==> src/rtl/intc_pkg.sv <==
package intc_pkg;

   typedef enum logic {
      LVL_LO = 1'b0,
      LVL_HI = 1'b1
   } intc_lvl_e;

   // handler address of a source from base and spacing
   function automatic int unsigned intc_vec_addr(input int unsigned base,
                                                 input int unsigned stride,
                                                 input int unsigned idx);
      return base + stride * idx;
   endfunction

endpackage

==> src/rtl/intc_flag_merge.sv <==
module intc_flag_merge #(
   parameter int NUM_SRC   = 15,
   parameter int SUB_FLAGS = 2,
   localparam int FLAG_W   = NUM_SRC * SUB_FLAGS
) (
   input  logic [FLAG_W-1:0]  flag_i,
   output logic [NUM_SRC-1:0] req_o
);

   if (SUB_FLAGS < 1) begin : g_bad_sub
      $error("SUB_FLAGS must be at least 1");
   end

   for (genvar s = 0; s < NUM_SRC; s++) begin : g_src
      if (SUB_FLAGS == 1) begin : g_single
         assign req_o[s] = flag_i[s];
      end else begin : g_multi
         assign req_o[s] = |flag_i[s*SUB_FLAGS +: SUB_FLAGS];
      end
   end

endmodule

==> src/rtl/intc_prio_pick.sv <==
module intc_prio_pick #(
   parameter int N     = 15,
   localparam int IDX_W = (N > 1) ? $clog2(N) : 1
) (
   input  logic [N-1:0]     req_i,
   output logic             any_o,
   output logic [IDX_W-1:0] idx_o
);

   // lowest index has the strongest natural priority
   always_comb begin
      idx_o = '0;
      for (int i = N - 1; i >= 0; i--) begin
         if (req_i[i]) idx_o = IDX_W'(i);
      end
   end

   assign any_o = |req_i;

endmodule

==> src/rtl/intc_level_track.sv <==
module intc_level_track (
   input  logic       clk_i,
   input  logic       rst_ni,
   input  logic       take_i,
   input  logic       take_hi_i,
   input  logic       ret_i,
   output logic [1:0] isv_o
);

   logic [1:0] isv_q;
   logic [1:0] isv_d;

   always_comb begin
      isv_d = isv_q;
      if (take_i) begin
         isv_d[take_hi_i ? 1 : 0] = 1'b1;
      end else if (ret_i) begin
         if (isv_q[1]) isv_d[1] = 1'b0;
         else          isv_d[0] = 1'b0;
      end
   end

   always_ff @(posedge clk_i or negedge rst_ni) begin
      if (!rst_ni) isv_q <= 2'b00;
      else         isv_q <= isv_d;
   end

   assign isv_o = isv_q;

endmodule

==> src/rtl/intc_two_level.sv <==
module intc_two_level #(
   parameter int          NUM_SRC       = 15,
   parameter int          SUB_FLAGS     = 2,
   parameter int          VEC_W         = 16,
   parameter int          VEC_BASE      = 3,
   parameter int          VEC_STRIDE    = 8,
   parameter logic [31:0] AUTO_CLR_MASK = 32'h0000_00FF,
   localparam int         FLAG_W        = NUM_SRC * SUB_FLAGS,
   localparam int         IDX_W         = $clog2(NUM_SRC)
) (
   input  logic               clk_i,
   input  logic               rst_ni,
   input  logic [FLAG_W-1:0]  flag_i,
   input  logic               en_we_i,
   input  logic [NUM_SRC-1:0] en_wdata_i,
   input  logic               pri_we_i,
   input  logic [NUM_SRC-1:0] pri_wdata_i,
   input  logic               gie_we_i,
   input  logic               gie_wdata_i,
   input  logic               insn_done_i,
   input  logic               reti_i,
   output logic               take_o,
   output logic [VEC_W-1:0]   vec_o,
   output logic [NUM_SRC-1:0] clr_o,
   output logic [1:0]         in_service_o
);
   import intc_pkg::*;

   localparam int LAST_VEC = VEC_BASE + VEC_STRIDE * (NUM_SRC - 1);
   localparam logic [NUM_SRC-1:0] AUTO_V = AUTO_CLR_MASK[NUM_SRC-1:0];

   if (NUM_SRC < 2 || NUM_SRC > 32) begin : g_bad_n
      $error("NUM_SRC must lie in 2..32");
   end
   if (VEC_STRIDE < 1) begin : g_bad_stride
      $error("VEC_STRIDE must be positive");
   end
   if (VEC_W < 32 && LAST_VEC >= (1 << VEC_W)) begin : g_bad_vec
      $error("last vector does not fit in VEC_W bits");
   end

   logic [NUM_SRC-1:0] en_q, pri_q, req;
   logic               gie_q;
   logic [NUM_SRC-1:0] cand_hi, cand_lo;
   logic               any_hi, any_lo;
   logic [IDX_W-1:0]   idx_hi, idx_lo, sel_idx;
   logic               can_hi, can_lo, take_d, sel_hi;
   logic [1:0]         isv;
   intc_lvl_e          sel_lvl;

   logic               take_q;
   logic [VEC_W-1:0]   vec_q;
   logic [NUM_SRC-1:0] clr_q;

   // configuration registers
   always_ff @(posedge clk_i or negedge rst_ni) begin
      if (!rst_ni) begin
         en_q  <= '0;
         pri_q <= '0;
         gie_q <= 1'b0;
      end else begin
         if (en_we_i)  en_q  <= en_wdata_i;
         if (pri_we_i) pri_q <= pri_wdata_i;
         if (gie_we_i) gie_q <= gie_wdata_i;
      end
   end

   intc_flag_merge #(
      .NUM_SRC  (NUM_SRC),
      .SUB_FLAGS(SUB_FLAGS)
   ) merge_i (
      .flag_i(flag_i),
      .req_o (req)
   );

   assign cand_hi = req & en_q &  pri_q & {NUM_SRC{gie_q}};
   assign cand_lo = req & en_q & ~pri_q & {NUM_SRC{gie_q}};

   intc_prio_pick #(.N(NUM_SRC)) pick_hi_i (
      .req_i(cand_hi),
      .any_o(any_hi),
      .idx_o(idx_hi)
   );

   intc_prio_pick #(.N(NUM_SRC)) pick_lo_i (
      .req_i(cand_lo),
      .any_o(any_lo),
      .idx_o(idx_lo)
   );

   // a level may vector only when it and every level above it are idle
   assign can_hi  = any_hi && !isv[1];
   assign can_lo  = any_lo && (isv == 2'b00);
   assign take_d  = insn_done_i && !reti_i && (can_hi || can_lo);
   assign sel_lvl = can_hi ? LVL_HI : LVL_LO;
   assign sel_hi  = (sel_lvl == LVL_HI);
   assign sel_idx = sel_hi ? idx_hi : idx_lo;

   intc_level_track track_i (
      .clk_i    (clk_i),
      .rst_ni   (rst_ni),
      .take_i   (take_d),
      .take_hi_i(sel_hi),
      .ret_i    (reti_i),
      .isv_o    (isv)
   );

   always_ff @(posedge clk_i or negedge rst_ni) begin
      if (!rst_ni) begin
         take_q <= 1'b0;
         vec_q  <= '0;
         clr_q  <= '0;
      end else begin
         take_q <= take_d;
         clr_q  <= '0;
         if (take_d) begin
            vec_q <= VEC_W'(intc_vec_addr(VEC_BASE, VEC_STRIDE, 32'(sel_idx)));
            if (AUTO_V[sel_idx]) clr_q <= NUM_SRC'(1) << sel_idx;
         end
      end
   end

   assign take_o       = take_q;
   assign vec_o        = vec_q;
   assign clr_o        = clr_q;
   assign in_service_o = isv;

endmodule

==> config.mk <==
export PLATFORM = sky130hd
export DESIGN_NAME = intc_two_level
export DESIGN_NICKNAME = d
export VERILOG_FILES = /design/src/rtl/intc_pkg.sv /design/src/rtl/intc_flag_merge.sv /design/src/rtl/intc_prio_pick.sv /design/src/rtl/intc_level_track.sv /design/src/rtl/intc_two_level.sv
export SDC_FILE = /design/constraint.sdc
export NUM_CORES = 1
export LEC_CHECK = 0
export ABC_CLOCK_PERIOD_IN_PS = 2420
export BUFFER_PORTS_ARGS = -buffer_cell sky130_fd_sc_hd__buf_2
export CORE_MARGIN = 2
export CORE_UTILIZATION = 50
export CTS_CLUSTER_DIAMETER = 40
export DETAILED_ROUTE_END_ITERATION = 7
export GPL_TIMING_DRIVEN = 0
export PLACE_DENSITY = 0.88
export SYNTH_ARGS = -nofsm -noshare
export SYNTH_HDL_FRONTEND = slang
export SYNTH_SLANG_ARGS = --single-unit
==> constraint.sdc <==
create_clock -name clk_i -period 2.42 [get_ports clk_i]
set_input_delay 0.605 -clock clk_i [delete_from_list [all_inputs] [get_ports clk_i]]
set_output_delay 0.605 -clock clk_i [all_outputs]
set_load 0.01 [all_outputs]
==> metrics.csv <==
stage,metric,value,unit
timing,fin_skew,6.22,ps
pwr,p_leak,1.67,nW
synth,ys_ff_latch,54,
pwr,power,2.38,mW
pwr,ir_drop,0.420,mV
finish,drive_gt1_share,51.3,%
synth,synth_ff_type,dfrtp_1,
global_route,grtUsageTotal,22.1,%
drt,wl_per_cell,16.0,µm
setup_path,critical_path.cell_chain,"buf_6, o2111a_1, a221o_1, or4_4, nor3_4, o31ai_4, nor4bb_1",
timing,setup-tns-final,0,ps
drt,ant_nets,0,
setup_path,critPathCaptureType,register,
setup_path,path_class,reg -> reg,
global_route,grt_pass1_wl,11.0,mm
finish,fin_area,0.00366,mm²
synth,netlist.area_leader.share,47.9,%
synth,netlist_instances,230,
global_route,grt_start_max_net_pins,55,
timing,max_slew_margin,20.5,%
synth,synth-edff-count,0,
finish,final_nets,416,
placed_design,dp_slack,-197,ps
clocking,numCtsBuffers,5,
setup_path,worstPathMaxFanout,10,
finish,fin_cells,421,
timing,finalHoldViolCount,0,
floorplan,pin_count,102,
pwr,power.internal,1.64,mW
synth,synth_cell_type_count,57,
clocking,cts_tree,done,
placed_design,dpl_cell_area,0.00342,mm²
min_path,hp-start,reti_i,
run,drv_cap,0,
placed_design,dpl.hpwl,5.02,mm
setup_path,worstSetupStartpointType,register,
floorplan,die_x,79.2,µm
drt,firstDrtPassIters,4,
timing,tightest_slew,1190,ps
timing,worst_hold_slack,472,ps
global_route,antenna_found_initial,0,
setup_path,cp.required,2630,ps
synth,synth_most_common_cell,dfrtp_1,
setup_path,slowest_stage,or4_4,
clocking,clk_pin_slew,90,ps
finish,fin_util,67.0,%
synth,yosysWarnings,0,
finish,n_antenna_cell,0,
timing,final_max_slew_viol_count,0,
timing,finalCritPeriodShare,95.1,%
finish,area_delta_synth_final,29.8,%
floorplan,dieArea,0.00626,mm²
pwr,power_density,650,mW/mm²
min_path,hold_path_class,in -> reg,
pwr,clkPwrFrac,25.1,%
pwr,switching_share,31.1,%
floorplan,core-area,0.00547,mm²
floorplan,fp.dieH,79.2,µm
clocking,cts_root_buf,clkbuf_8,
clocking,cts_buffer_depth,2,
pwr,switching_power,0.740,mW
synth,synth_area_per_cell,12.3,µm²
setup_path,crit_start,gie_q,
drt,wirelength,6.73,mm
timing,worst_slack,118,ps
floorplan,fp-row-count,27,
timing,setup_violations,0,
drt,drtIter0Drc,198,
synth,syn-cell-area,0.00282,mm²
finish,num-fill-cells,428,
pwr,combPwrFrac,29.2,%
clocking,cts_sinks,54,
placed_design,placed_cells,407,
placed_design,placement.io_buffers,89,
drt,vias,2393,
floorplan,start_util,51.6,%
drt,drc,0,
synth,synth_common_cells,"dfrtp_1 (54), mux2_2 (31), nor2_1 (15), o211ai_1 (13), buf_4 (12)",
pwr,p_seq_share,45.7,%
placed_design,gp_congestion,0.890,
clocking,cts-htree-levels,2,
timing,fmax,434,MHz
synth,synth_seq_area_share,47.9,%
timing,fin_crit,2300,ps
synth,synth_area_leader_cell,dfrtp_1,
synth,async_flop_share,100,%
global_route,overflow,0,
setup_path,crit_arrival,2510,ps
status,status,"finished, final reports clean",
global_route,grt_pass1_vias,2371,
synth,synthTopCellsByArea,"dfrtp_1 (48%), mux2_2 (12%), o211ai_1 (3.5%)",
clocking,worstSkewPairLatency,310,ps
setup_path,cpPeakStageDelay,480,ps
drt,vias_per_cell,5.68,
setup_path,timing.rr.start,gie_q,
clocking,holdBufCountCts,0,
routing by layer:
layer / share of wire, % / GRT usage, %
met4: 1.7 / 7.41
met1: 43 / 28.6
met5: 0 / 0
met2: 50 / 37.5
met3: 5.6 / 3.75
worst max-delay path: cells and delay by family (launching register included):
family | cells | cell delay, ps
AND/OR/NAND/NOR | 3 | 960
AO/OA/AOI/OAI | 3 | 620
flip-flops | 1 | 440
buffers and inverters | 1 | 180
logic make-up after synthesis:
family	after synthesis	synth area share (%)
other	1	0.133
DFF	54	47.9
buffers and inverters	24	5.09
and+or+nand+nor	52	13.0
AOI/OAI and AO/OA	68	21.6
muxes	31	12.4
layout make-up:
type	count	area, µm²	share of cell area, %
multi-input cells	168	1470	40.2
flip-flops and latches	54	1350	36.9
repair buffers	95	490	13.4
plain buffers	18	128	3.48
well taps	72	90.1	2.46
clock buffers	6	72.6	1.98
clock inverters	2	37.5	1.02
inverters	6	22.5	0.615
flip-flops by register name (all words and copies together) (netlist names):
name / cells
track_i.isv_o: 2
pri_q: 15
en_q: 15
clr_o: 15
take_o: 1
gie_q: 1
vec_o: 5
power by group through the flow:
stage	combinational, mW	sequential (mW)	clock (mW)
6_report	0.696	1.09	0.598
3_5_place_dp	0.633	1.10	0
5_1_grt	0.761	1.10	0.651
3_3_place_gp	0.620	1.09	0
4_1_cts	0.636	1.08	0.609
2_1_floorplan	0.402	1.11	0
what timing repair did:
item                                    CTS  global route
setup buffers                             0             6
gates resized for setup                   0            16
endpoints found under the setup margin    0            12
layout by cell type, fill, tap and decap left out, drive strengths merged, types with 4 or more instances in the layout:
master and instances:
mux2 31, nand2 6, nor4b 4, conb 17, nor2 15, inv 6, nor4 5, o21ai 5
buf 110, o2111ai 13, clkbuf 9, dfrtp 54, o22ai 8, o211ai 13, nand4 5
final timing paths:
path	end	slack [ps]	cells past startpoint
setup / recovery	clr_o[7]	120	7
hold reg to reg	vec_o[1]	510	1
hold / removal	track_i.isv_o[1]	470	2
setup reg to reg	clr_o[7]	120	7
min in group asynchronous	en_q[5]	540	1
max in group asynchronous	en_q[1]	1150	1
(Power assumes the default switching activity.)
